**config.mk**
```make
export PLATFORM = sky130hd
export DESIGN_NAME = dwx_xlate
export DESIGN_NICKNAME = d
export VERILOG_FILES = /design/src/rtl/dwx_pkg.sv /design/src/rtl/dwx_win_match.sv /design/src/rtl/dwx_prio_pick.sv /design/src/rtl/dwx_ctrl.sv /design/src/rtl/dwx_xlate.sv
export SDC_FILE = /design/constraint.sdc
export NUM_CORES = 1
export LEC_CHECK = 0
export ABC_AREA = 1
export BUFFER_PORTS_ARGS = -buffer_cell sky130_fd_sc_hd__buf_4
export CAP_MARGIN = 0
export CORE_AREA = 4 4 395 397
export CTS_BUF_LIST = sky130_fd_sc_hd__clkbuf_4
export CTS_CLUSTER_SIZE = 24
export DETAILED_ROUTE_END_ITERATION = 6
export DIE_AREA = 0 0 399 401
export GPL_TIMING_DRIVEN = 0
export PLACE_DENSITY = 0.3
export SLEW_MARGIN = 20
export SYNTH_ARGS = -nofsm -noshare
export SYNTH_HDL_FRONTEND = slang
export SYNTH_HIERARCHICAL = 1
export SYNTH_SLANG_ARGS = --single-unit
```
**constraint.sdc**
```tcl
create_clock -name clk -period 8.9 [get_ports clk]
set_input_delay 1.78 -clock clk [delete_from_list [all_inputs] [get_ports clk]]
set_output_delay 1.78 -clock clk [all_outputs]
set_load 0.01 [all_outputs]
```
**src/rtl/dwx_pkg.sv**
```systemverilog
package dwx_pkg;

  localparam int unsigned ADDR_W     = 64;
  localparam int unsigned WIN_LSB    = 20;
  localparam int unsigned WIN_MSB    = 31;
  localparam int unsigned IDX_LSB    = 13;
  localparam int unsigned IDX_W      = 7;
  localparam int unsigned PTE_SHIFT  = 10;
  localparam int unsigned PAGE_SHIFT = 12;
  localparam int unsigned OFF_W      = 13;

  typedef logic [ADDR_W-1:0] dwx_word_t;

  typedef enum logic [1:0] {
    ST_IDLE  = 2'd0,
    ST_ISSUE = 2'd1,
    ST_WAIT  = 2'd2
  } dwx_state_e;

  localparam dwx_word_t ONE_W       = dwx_word_t'(1);
  localparam dwx_word_t WIN_FIELD   = ((ONE_W << (WIN_MSB - WIN_LSB + 1)) - ONE_W) << WIN_LSB;
  localparam dwx_word_t DIRECT_KEEP = (ONE_W << WIN_LSB) - ONE_W;
  localparam dwx_word_t IDX_FIELD   = ((ONE_W << IDX_W) - ONE_W) << IDX_LSB;
  localparam dwx_word_t TBL_LOW     = (ONE_W << PTE_SHIFT) - ONE_W;
  localparam dwx_word_t PAGE_OFF    = (ONE_W << OFF_W) - ONE_W;

  // Window-size bits taken from the mask register
  function automatic dwx_word_t dwx_size_bits(dwx_word_t mask);
    return mask & WIN_FIELD;
  endfunction

  // Masked compare of bus address against window base
  function automatic logic dwx_win_hit(dwx_word_t bus, dwx_word_t base, dwx_word_t mask);
    dwx_word_t cmp;
    cmp = ~mask & WIN_FIELD;
    return ((bus ^ base) & cmp) == '0;
  endfunction

  // Direct-mapped translation before the physical limit
  function automatic dwx_word_t dwx_direct(dwx_word_t bus, dwx_word_t mask, dwx_word_t xbase);
    dwx_word_t pass;
    pass = dwx_size_bits(mask) | DIRECT_KEEP;
    return (xbase & ~pass) | (bus & pass);
  endfunction

  // Address of the table entry for a scatter-gather window
  function automatic dwx_word_t dwx_pte_addr(dwx_word_t bus, dwx_word_t mask, dwx_word_t xbase);
    dwx_word_t hi_keep;
    dwx_word_t lo_sel;
    hi_keep = ~((dwx_size_bits(mask) >> PTE_SHIFT) | TBL_LOW);
    lo_sel  = dwx_size_bits(mask) | IDX_FIELD;
    return (xbase & hi_keep) | ((bus & lo_sel) >> PTE_SHIFT);
  endfunction

  // Result built from a returned table entry
  function automatic dwx_word_t dwx_sg_result(dwx_word_t pte, dwx_word_t bus);
    return ((pte & ~ONE_W) << PAGE_SHIFT) | (bus & PAGE_OFF);
  endfunction

  // Limit an address to the physical width
  function automatic dwx_word_t dwx_trunc(dwx_word_t a, int unsigned aw);
    dwx_word_t keep;
    keep = ~dwx_word_t'(0);
    keep = keep >> (ADDR_W - aw);
    return a & keep;
  endfunction

endpackage

```
**src/rtl/dwx_win_match.sv**
```systemverilog
module dwx_win_match
  import dwx_pkg::*;
#(
  parameter int unsigned NUM_WIN = 4
) (
  input  logic [ADDR_W-1:0]         bus_i,
  input  logic [NUM_WIN*ADDR_W-1:0] base_i,
  input  logic [NUM_WIN*ADDR_W-1:0] mask_i,
  output logic [NUM_WIN-1:0]        match_o,
  output logic [NUM_WIN-1:0]        en_o,
  output logic [NUM_WIN-1:0]        sg_o
);

  for (genvar g = 0; g < NUM_WIN; g++) begin : g_win
    dwx_word_t base_w;
    dwx_word_t mask_w;
    assign base_w     = base_i[g*ADDR_W +: ADDR_W];
    assign mask_w     = mask_i[g*ADDR_W +: ADDR_W];
    assign match_o[g] = dwx_win_hit(bus_i, base_w, mask_w);
    assign en_o[g]    = base_w[0];
    assign sg_o[g]    = base_w[1];
  end

endmodule

```
**src/rtl/dwx_prio_pick.sv**
```systemverilog
module dwx_prio_pick #(
  parameter int unsigned N = 4
) (
  input  logic [N-1:0] req_i,
  output logic [N-1:0] grant_o,
  output logic         any_o
);

  always_comb begin
    logic found;
    found   = 1'b0;
    grant_o = '0;
    for (int i = 0; i < N; i++) begin
      if (req_i[i] && !found) begin
        found      = 1'b1;
        grant_o[i] = 1'b1;
      end
    end
    any_o = found;
  end

endmodule

```
**src/rtl/dwx_ctrl.sv**
```systemverilog
module dwx_ctrl
  import dwx_pkg::*;
(
  input  logic clk,
  input  logic rst_n,
  input  logic req_valid_i,
  input  logic sg_sel_i,
  input  logic pte_req_ready_i,
  input  logic pte_rsp_valid_i,
  output logic req_ready_o,
  output logic pte_req_valid_o,
  output logic fire_imm_o,
  output logic fire_sg_o,
  output logic pte_done_o
);

  dwx_state_e state_q, state_d;
  logic       fire;

  assign req_ready_o     = (state_q == ST_IDLE);
  assign pte_req_valid_o = (state_q == ST_ISSUE);
  assign fire            = req_valid_i & req_ready_o;
  assign fire_sg_o       = fire & sg_sel_i;
  assign fire_imm_o      = fire & ~sg_sel_i;
  assign pte_done_o      = (state_q == ST_WAIT) & pte_rsp_valid_i;

  always_comb begin
    state_d = state_q;
    unique case (state_q)
      ST_IDLE:  if (fire_sg_o)       state_d = ST_ISSUE;
      ST_ISSUE: if (pte_req_ready_i) state_d = ST_WAIT;
      ST_WAIT:  if (pte_rsp_valid_i) state_d = ST_IDLE;
      default:                       state_d = ST_IDLE;
    endcase
  end

  always_ff @(posedge clk) begin
    if (!rst_n) state_q <= ST_IDLE;
    else        state_q <= state_d;
  end

endmodule

```
**src/rtl/dwx_xlate.sv**
```systemverilog
module dwx_xlate
  import dwx_pkg::*;
#(
  parameter int unsigned NUM_WIN = 4,
  parameter int unsigned PHYS_AW = 34
) (
  input  logic                      clk,
  input  logic                      rst_n,
  input  logic [NUM_WIN*ADDR_W-1:0] win_base_i,
  input  logic [NUM_WIN*ADDR_W-1:0] win_mask_i,
  input  logic [NUM_WIN*ADDR_W-1:0] win_xbase_i,
  input  logic                      req_valid_i,
  output logic                      req_ready_o,
  input  logic [ADDR_W-1:0]         req_addr_i,
  output logic                      rsp_valid_o,
  output logic [ADDR_W-1:0]         rsp_addr_o,
  output logic                      pte_req_valid_o,
  input  logic                      pte_req_ready_i,
  output logic [ADDR_W-1:0]         pte_req_addr_o,
  input  logic                      pte_rsp_valid_i,
  input  logic [ADDR_W-1:0]         pte_rsp_data_i
);

  // Named internal events, observed by the bound checker
  logic [NUM_WIN-1:0] win_match;
  logic [NUM_WIN-1:0] win_en;
  logic [NUM_WIN-1:0] win_sg;
  logic [NUM_WIN-1:0] win_grant;
  logic               any_hit;
  logic               sg_sel;
  logic               fire_imm;
  logic               fire_sg;
  logic               pte_done;
  logic               rsp_xlat;

  dwx_word_t sel_mask, sel_xbase;
  dwx_word_t imm_res, sg_res, pte_addr_nxt;
  dwx_word_t pte_addr_q, bus_q;

  dwx_win_match #(.NUM_WIN(NUM_WIN)) u_match (
    .bus_i   (req_addr_i),
    .base_i  (win_base_i),
    .mask_i  (win_mask_i),
    .match_o (win_match),
    .en_o    (win_en),
    .sg_o    (win_sg)
  );

  dwx_prio_pick #(.N(NUM_WIN)) u_pick (
    .req_i   (win_match & win_en),
    .grant_o (win_grant),
    .any_o   (any_hit)
  );

  // One-hot AND-OR select of the granted window's registers
  always_comb begin
    sel_mask  = '0;
    sel_xbase = '0;
    for (int i = 0; i < NUM_WIN; i++) begin
      sel_mask  |= win_grant[i] ? win_mask_i[i*ADDR_W +: ADDR_W]  : '0;
      sel_xbase |= win_grant[i] ? win_xbase_i[i*ADDR_W +: ADDR_W] : '0;
    end
  end

  assign sg_sel       = any_hit & |(win_grant & win_sg);
  assign imm_res      = any_hit ? dwx_trunc(dwx_direct(req_addr_i, sel_mask, sel_xbase), PHYS_AW)
                                : req_addr_i;
  assign pte_addr_nxt = dwx_pte_addr(req_addr_i, sel_mask, sel_xbase);
  assign sg_res       = dwx_trunc(dwx_sg_result(pte_rsp_data_i, bus_q), PHYS_AW);

  dwx_ctrl u_ctrl (
    .clk             (clk),
    .rst_n           (rst_n),
    .req_valid_i     (req_valid_i),
    .sg_sel_i        (sg_sel),
    .pte_req_ready_i (pte_req_ready_i),
    .pte_rsp_valid_i (pte_rsp_valid_i),
    .req_ready_o     (req_ready_o),
    .pte_req_valid_o (pte_req_valid_o),
    .fire_imm_o      (fire_imm),
    .fire_sg_o       (fire_sg),
    .pte_done_o      (pte_done)
  );

  // Scatter-gather context held across the fetch
  always_ff @(posedge clk) begin
    if (!rst_n) begin
      pte_addr_q <= '0;
      bus_q      <= '0;
    end else if (fire_sg) begin
      pte_addr_q <= pte_addr_nxt;
      bus_q      <= req_addr_i;
    end
  end

  assign pte_req_addr_o = pte_addr_q;

  // Response register
  always_ff @(posedge clk) begin
    if (!rst_n) begin
      rsp_valid_o <= 1'b0;
      rsp_addr_o  <= '0;
      rsp_xlat    <= 1'b0;
    end else begin
      rsp_valid_o <= fire_imm | pte_done;
      if (fire_imm) begin
        rsp_addr_o <= imm_res;
        rsp_xlat   <= any_hit;
      end else if (pte_done) begin
        rsp_addr_o <= sg_res;
        rsp_xlat   <= 1'b1;
      end
    end
  end

endmodule

```
==> results of run 1 <==
-- cells in the mapped netlist (all sizes together) --
library cell    n
nand2         502
nand3b         14
inv           108
mux2i          20
o211ai         10
conb            1
buf            67
nor3            4
or2            11
a21oi         102
nand4          14
a22o            2
nor2          117
dfxtp         141
a41oi          31
o21ai         115
nand3          68
clkbuf         24
-- flip-flops by register name (all words and copies together), names as in the netlist --
signal          cells
rsp_valid_o         1
rsp_addr_o         64
bus_q              13
pte_req_addr_o     61
u_ctrl/state_q      2
-- cell type report --
type | count | area (um^2) | area share
Clock buffer | 18 | 135 | 0.00882
Sequential cell | 141 | 2820 | 0.184
Buffer | 91 | 473 | 0.0309
Clock inverter | 14 | 159 | 0.0104
Tap cell | 2030 | 2540 | 0.166
Inverter | 108 | 405 | 0.0264
Antenna cell | 20 | 50.0 | 0.00327
Timing Repair Buffer | 529 | 3970 | 0.259
Multi-Input combinational cell | 1013 | 4770 | 0.311
-- logic make-up (layout without fill, tap and decap cells) --
| logic type | Yosys count | in the layout | synth area share |
|---|---|---|---|
| multiplexers | 20 | 20 | 0.0237 |
| flip-flops | 141 | 141 | 0.334 |
| AND/OR/NAND/NOR | 730 | 730 | 0.367 |
| buffers and inverters | 199 | 760 | 0.104 |
| AO/OA/AOI/OAI | 260 | 260 | 0.172 |
| other | 1 | 23 | 0.000443 |
-- path summary, 6_finish.rpt --
check / depth (start not counted) / endpoint / startpoint
worst max-delay path: 24 / pte_req_addr_o[19] / req_addr_i[28]
worst min-delay path: 2 / rsp_addr_o[54] / rsp_addr_o[54]
worst max register to register: 9 / pte_req_addr_o[19] / u_ctrl/state_q[0]
worst min register to register: 2 / rsp_addr_o[54] / rsp_addr_o[54]
-- worst register-to-register path, cell delays in order (launching register included) --
cell	delay, ns
dfxtp_1	0.39
nor2_2	0.22
nand3_2	0.14
inv_1	0.07
buf_2	0.38
buf_2	0.43
buf_2	0.37
o211ai_1	0.34
nand2_1	0.14
inv_1	0.04
-- power groups by stage --
stage	logic [mW]	clock network, mW	registers (mW)
2_1_floorplan	0.101	0	0.679
3_3_place_gp	0.379	0	0.672
3_5_place_dp	0.378	0	0.673
4_1_cts	0.379	0.578	0.660
5_1_grt	0.402	0.592	0.662
6_report	0.366	0.534	0.659
-- layer usage --
layer  vias up  wire length (um)  share of wire
li1       5493                 -              -
met1      5239             43400           0.44
met2       582             42200           0.43
met3       152             11700           0.12
met4        38              1740          0.018
met5         -               240         0.0024
-- layout by cell type (no fill, tap or decap) --
master / Yosys / layout
conb_1: 1 / 3
or2_1: 2 / 2
inv_6: 0 / 5
mux2i_1: 20 / 20
dfxtp_1: 141 / 141
clkbuf_2: 0 / 1
nand2_2: 20 / 20
nor2_1: 97 / 97
nor2_2: 9 / 9
or2_2: 1 / 1
diode_2: 0 / 20
clkinv_4: 0 / 1
a22o_1: 2 / 2
nor2_4: 11 / 11
inv_1: 103 / 103
inv_2: 5 / 5
o211ai_1: 10 / 10
clkinvlp_4: 0 / 3
nand3_1: 67 / 67
a41oi_1: 31 / 31
nand2_1: 482 / 482
nor3_1: 4 / 4
buf_2: 47 / 47
clkinv_1: 0 / 2
buf_4: 19 / 548
nand3b_1: 14 / 14
clkinv_8: 0 / 1
bufinv_16: 0 / 2
clkbuf_1: 24 / 23
o21ai_0: 90 / 90
o21ai_1: 25 / 25
clkbuf_4: 0 / 18
a21oi_2: 1 / 1
a21oi_1: 101 / 101
buf_1: 1 / 1
nand4_1: 14 / 14
nand3_2: 1 / 1
or2_0: 8 / 8
==> flow_summary.yaml, run 1 <==
status:
  status: "finished clean"
route:
  drc: 0
  firstDrtPassIters: 5
  wl_per_cell_um: 25.1
  finalWirelength_um: 99300
  drt-initial-drc-count: 582
  vias: 11500
  ant_nets: 0
  viasPerCell: 2.90
floorplanning:
  die_h_um: 401
  rows: 143
  die_area_mm2: 0.160
  fp.coreArea_mm2: 0.152
  num_io_pins: 1032
  die_w_um: 399
  start_util: 0.0557
cts:
  cts_buffers: 17
  cts_sinks: 141
  hold_buffers: 0
  cts_max_path_buffers: 2
  clk_pin_slew_worst_paths_ns: 0.16
  cts_resized: 0
  h-tree-depth: 4
  clk_latency_ns: 0.82
  cts_root_buffer: "clkbuf_4"
  postCtsSetupRepairBufs: 0
  tritoncts: "done"
pwr:
  p_total_mw: 1.56
  p_sw_uw: 556
  vdd_ir_drop_max_mv: 0.0929
  p_int_mw: 1.00
  p_clk_frac: 0.342
  p_leak_nw: 6.74
  p_comb_frac: 0.235
  p_seq_frac: 0.423
  powerDensity_mw_per_mm2: 102
  swShare: 0.357
final_layout:
  final_cells: 3964
  area.growth.synth_to_final_pct: 81.1
  final_core_util: 0.101
  design_area_mm2: 0.0153
  drive_above_1_share: 0.352
  fillers: 18000
  fin_nets: 2802
logic_synthesis:
  netlist_top_cells_area: "dfxtp_1, nand2_1, a21oi_1, o21ai_0, inv_1"
  yosysTopAreaCellShare: 0.334
  ys_seq_elements: 141
  ys_warn_count: 6
  synth_top_area_cell: "dfxtp_1"
  seq_area_frac_synth: 0.334
  synthesis.area_mm2: 0.00846
  syn_inst: 1351
  synth_area_per_cell_um2: 6.26
  synth_cell_types: 29
setup_path:
  path_cells: "buf_4, inv_1, nand2_1, nand3b_1, nand2_1, nor2_1, nand2_1, nor2_2, nand2_1, inv_1, nor2_2, nand3_1, buf_2, buf_1, inv_1, a41oi_1, nand3_2, inv_1, buf_2, buf_2, buf_2, o211ai_1, nand2_1, inv_1"
  cp.buffers_inverters: 11
  crit_path_top_delay_cell: "buf_1"
  slowest_delay_ns: 0.59
  crit_arrival_ns: 6.80
  worstSetupEndpointType: "flop"
  crit_family: "buffers and inverters"
  cp_max_fo: 10
  cp.required_ns: 9.62
  rrSetupSlack_ns: 6.27
  crit_type: "in -> reg"
  cp-start-kind: "input port"
sta:
  slew_headroom: 0.331
  skew_ns: 0.0580
  slew_viol_final: 0
  final.min_clock_period_ns: 6.08
  tightest_slew_ns: 1.00
  setup_tns_ns: 0
  layout_setup_ws_ns: 2.82
  hold_viol_final: 0
  fin_hold_ws_ns: 0.478
  setup_viol_count_final: 0
  max_freq_mhz: 165
  rsz0062_at_grt: "no"
  timing.final.crit_share: 0.683
global_route:
  busiest_layer: "met2"
  grt_pass1_wl_um: 124000
  grt-ovfl-total: 0
  grtUsageMet1: 0.151
  grt_max_degree: 17
  grt_pass1_vias: 11800
  track_usage: 0.122
  grt_antenna_before_repair: 98
  met3_usage: 0.0657
  use_met2: 0.186
place:
  dp.cells: 3912
  place_ws_ns: 1.55
  dp_hpwl_um: 88700
  place_area_mm2: 0.0150
  gp_congestion: 0.830
  port_buffers: 529
hold_path:
  hp-class: "reg -> reg"
run:
  maxCapViolCount: 0
(Power assumes the default switching activity.)
==> run 2: changes to the inputs <==
--- a/config.mk
+++ b/config.mk
@@ -8,11 +8,11 @@
 export ABC_AREA = 1
 export BUFFER_PORTS_ARGS = -buffer_cell sky130_fd_sc_hd__buf_4
 export CAP_MARGIN = 0
-export CORE_AREA = 4 4 395 397
+export CORE_AREA = 4 4 400 402
 export CTS_BUF_LIST = sky130_fd_sc_hd__clkbuf_4
 export CTS_CLUSTER_SIZE = 24
 export DETAILED_ROUTE_END_ITERATION = 6
-export DIE_AREA = 0 0 399 401
+export DIE_AREA = 0 0 404 406
 export GPL_TIMING_DRIVEN = 0
 export PLACE_DENSITY = 0.3
 export SLEW_MARGIN = 20
==> constraint.sdc (replaced) <==
create_clock -name clk -period 6.1 [get_ports clk]
set_input_delay 1.22 -clock clk [delete_from_list [all_inputs] [get_ports clk]]
set_output_delay 1.22 -clock clk [all_outputs]
set_load 0.01 [all_outputs]
==> flow_summary.yaml, run 2 (synthesized netlist as in run 1, its figures left out) <==
floorplanning:
  num_io_pins: 1032
  rows: 145
  die_area_mm2: 0.164
  start_util: 0.0542
  die_h_um: 406
  die_w_um: 404
  fp.coreArea_mm2: 0.156
setup_path:
  r2r_end: "pte_req_addr_o[19]"
  cp-start-kind: "input port"
  rrSetupSlack_ns: 3.42
  crit_arrival_ns: 6.39
  cp.required_ns: 6.82
  endpoint: "pte_req_addr_o[19]"
  crit_type: "in -> reg"
  worstSetupEndpointType: "flop"
  cp_max_fo: 10
  timing.rr.start: "u_ctrl/state_q[0]"
  crit_path_start: "req_addr_i[28]"
  reg2reg_depth: 9
pwr:
  vdd_ir_drop_max_mv: 0.138
  p_leak_nw: 6.74
  powerDensity_mw_per_mm2: 146
sta:
  max_freq_mhz: 176
  skew_ns: 0.0374
  rsz0062_at_grt: "no"
  fin_hold_ws_ns: 0.477
  layout_setup_ws_ns: 0.424
  setup_viol_count_final: 0
  slew_viol_final: 0
  final.min_clock_period_ns: 5.68
  setup_tns_ns: 0
  slew_headroom: 0.275
  timing.final.crit_share: 0.931
  tightest_slew_ns: 1.09
  hold_viol_final: 0
route:
  viasPerCell: 2.90
  drt-initial-drc-count: 579
  wl_per_cell_um: 25.1
  ant_nets: 0
  finalWirelength_um: 101000
  firstDrtPassIters: 5
  vias: 11600
  drc: 0
final_layout:
  fin_nets: 2801
  largest_register_ffs: 64
  design_area_mm2: 0.0154
  final_common_cell: "buf_4"
  drive_above_1_share: 0.353
  area.growth.synth_to_final_pct: 81.8
  final_cell_mix: "buf_4, nand2_1, dfxtp_1, inv_1, a21oi_1"
  largest-register: "rsp_addr_o"
status:
  status: "finished clean"
place:
  dp_hpwl_um: 89500
  place_ws_ns: -1.05
  place_area_mm2: 0.0150
  port_buffers: 529
  gp_congestion: 0.848
cts:
  clk_pin_slew_worst_paths_ns: 0.16
  clk_latency_ns: 0.82
  tritoncts: "done"
  h-tree-depth: 4
  cts_resized: 0
  cts_max_path_buffers: 2
  cts_root_buffer: "clkbuf_4"
  postCtsSetupRepairBufs: 0
  hold_buffers: 0
  cts_buffers: 17
  cts_sinks: 141
hold_path:
  hp-class: "reg -> reg"
  min_path_cells: 2
global_route:
  track_usage: 0.120
  grt_max_degree: 19
  grt_antenna_before_repair: 102
  grt_pass1_wl_um: 125000
  grt-ovfl-total: 0
  grt_pass1_vias: 11600
run:
  maxCapViolCount: 0
==> run 2: cell count changes in the layout (fill, tap and decap cells not counted), sizes merged <==
cell / delta
diode: +16
buf: -1
bufinv: -1
clkbuf: -1
clkinv: +1
inv: +1
==> run 2: worst min-delay path by stage <==
stage,from,to,slack [ns]
final,rsp_addr_o[57],rsp_addr_o[57],0.48
after global routing,req_addr_i[48],rsp_addr_o[48],0.47
after CTS,req_addr_i[1],bus_q[1],0.43
after detailed placement,rsp_addr_o[61],rsp_addr_o[61],0.46
after global placement,rsp_addr_o[46],rsp_addr_o[46],0.45
after floorplan,bus_q[0],bus_q[0],0.46
==> run 2: worst max-delay path: stages <==
cell      delay [ns]
buf_4           0.15
inv_1           0.17
nand2_1         0.07
nand3b_1        0.08
nand2_1         0.08
nor2_1          0.35
nand2_1         0.12
nor2_2          0.11
nand2_1         0.07
inv_1           0.14
buf_4           0.15
buf_2           0.51
buf_2           0.40
nand2_1         0.08
a41oi_1         0.63
nand3_2         0.22
inv_1           0.08
buf_2           0.41
buf_2           0.42
buf_2           0.42
o211ai_1        0.30
nand2_1         0.12
inv_1           0.04
==> run 2: through the flow <==
step	std cells	total power [mW]	util
6_report	4007	2.25	0.0986
5_1_grt	3979	2.40	0.0982
4_1_cts	3971	2.35	0.0981
3_5_place_dp	3940	1.53	0.0963
3_3_place_gp	3940	1.53	0.0962
2_1_floorplan	1353	1.14	-
==> run 2: layout make-up <==
class | instances | area [um^2]
Timing Repair Buffer | 529 | 3970
Tap cell | 2058 | 2570
Sequential cell | 141 | 2820
Buffer | 90 | 469
Fill cell | 18600 | 141000
Antenna cell | 36 | 90.1
Multi-Input combinational cell | 1013 | 4770
Clock inverter | 15 | 156
Clock buffer | 17 | 128
Inverter | 108 | 405
==> run 2: where the power goes <==
part	switching, mW	leakage (nW)	internal [mW]
Sequential	0.0138	1.15	0.947
Clock	0.534	0.148	0.216
Combinational	0.276	5.44	0.262
Total	0.824	6.74	1.43
==> run 2: layer usage <==
layer / routed length (um) / share of wire / GRT usage
met4: 1900 / 0.019 / 0.0232
met1: 43300 / 0.43 / 0.147
met3: 13000 / 0.13 / 0.0710
met2: 42100 / 0.42 / 0.181
met5: 267 / 0.0027 / 0
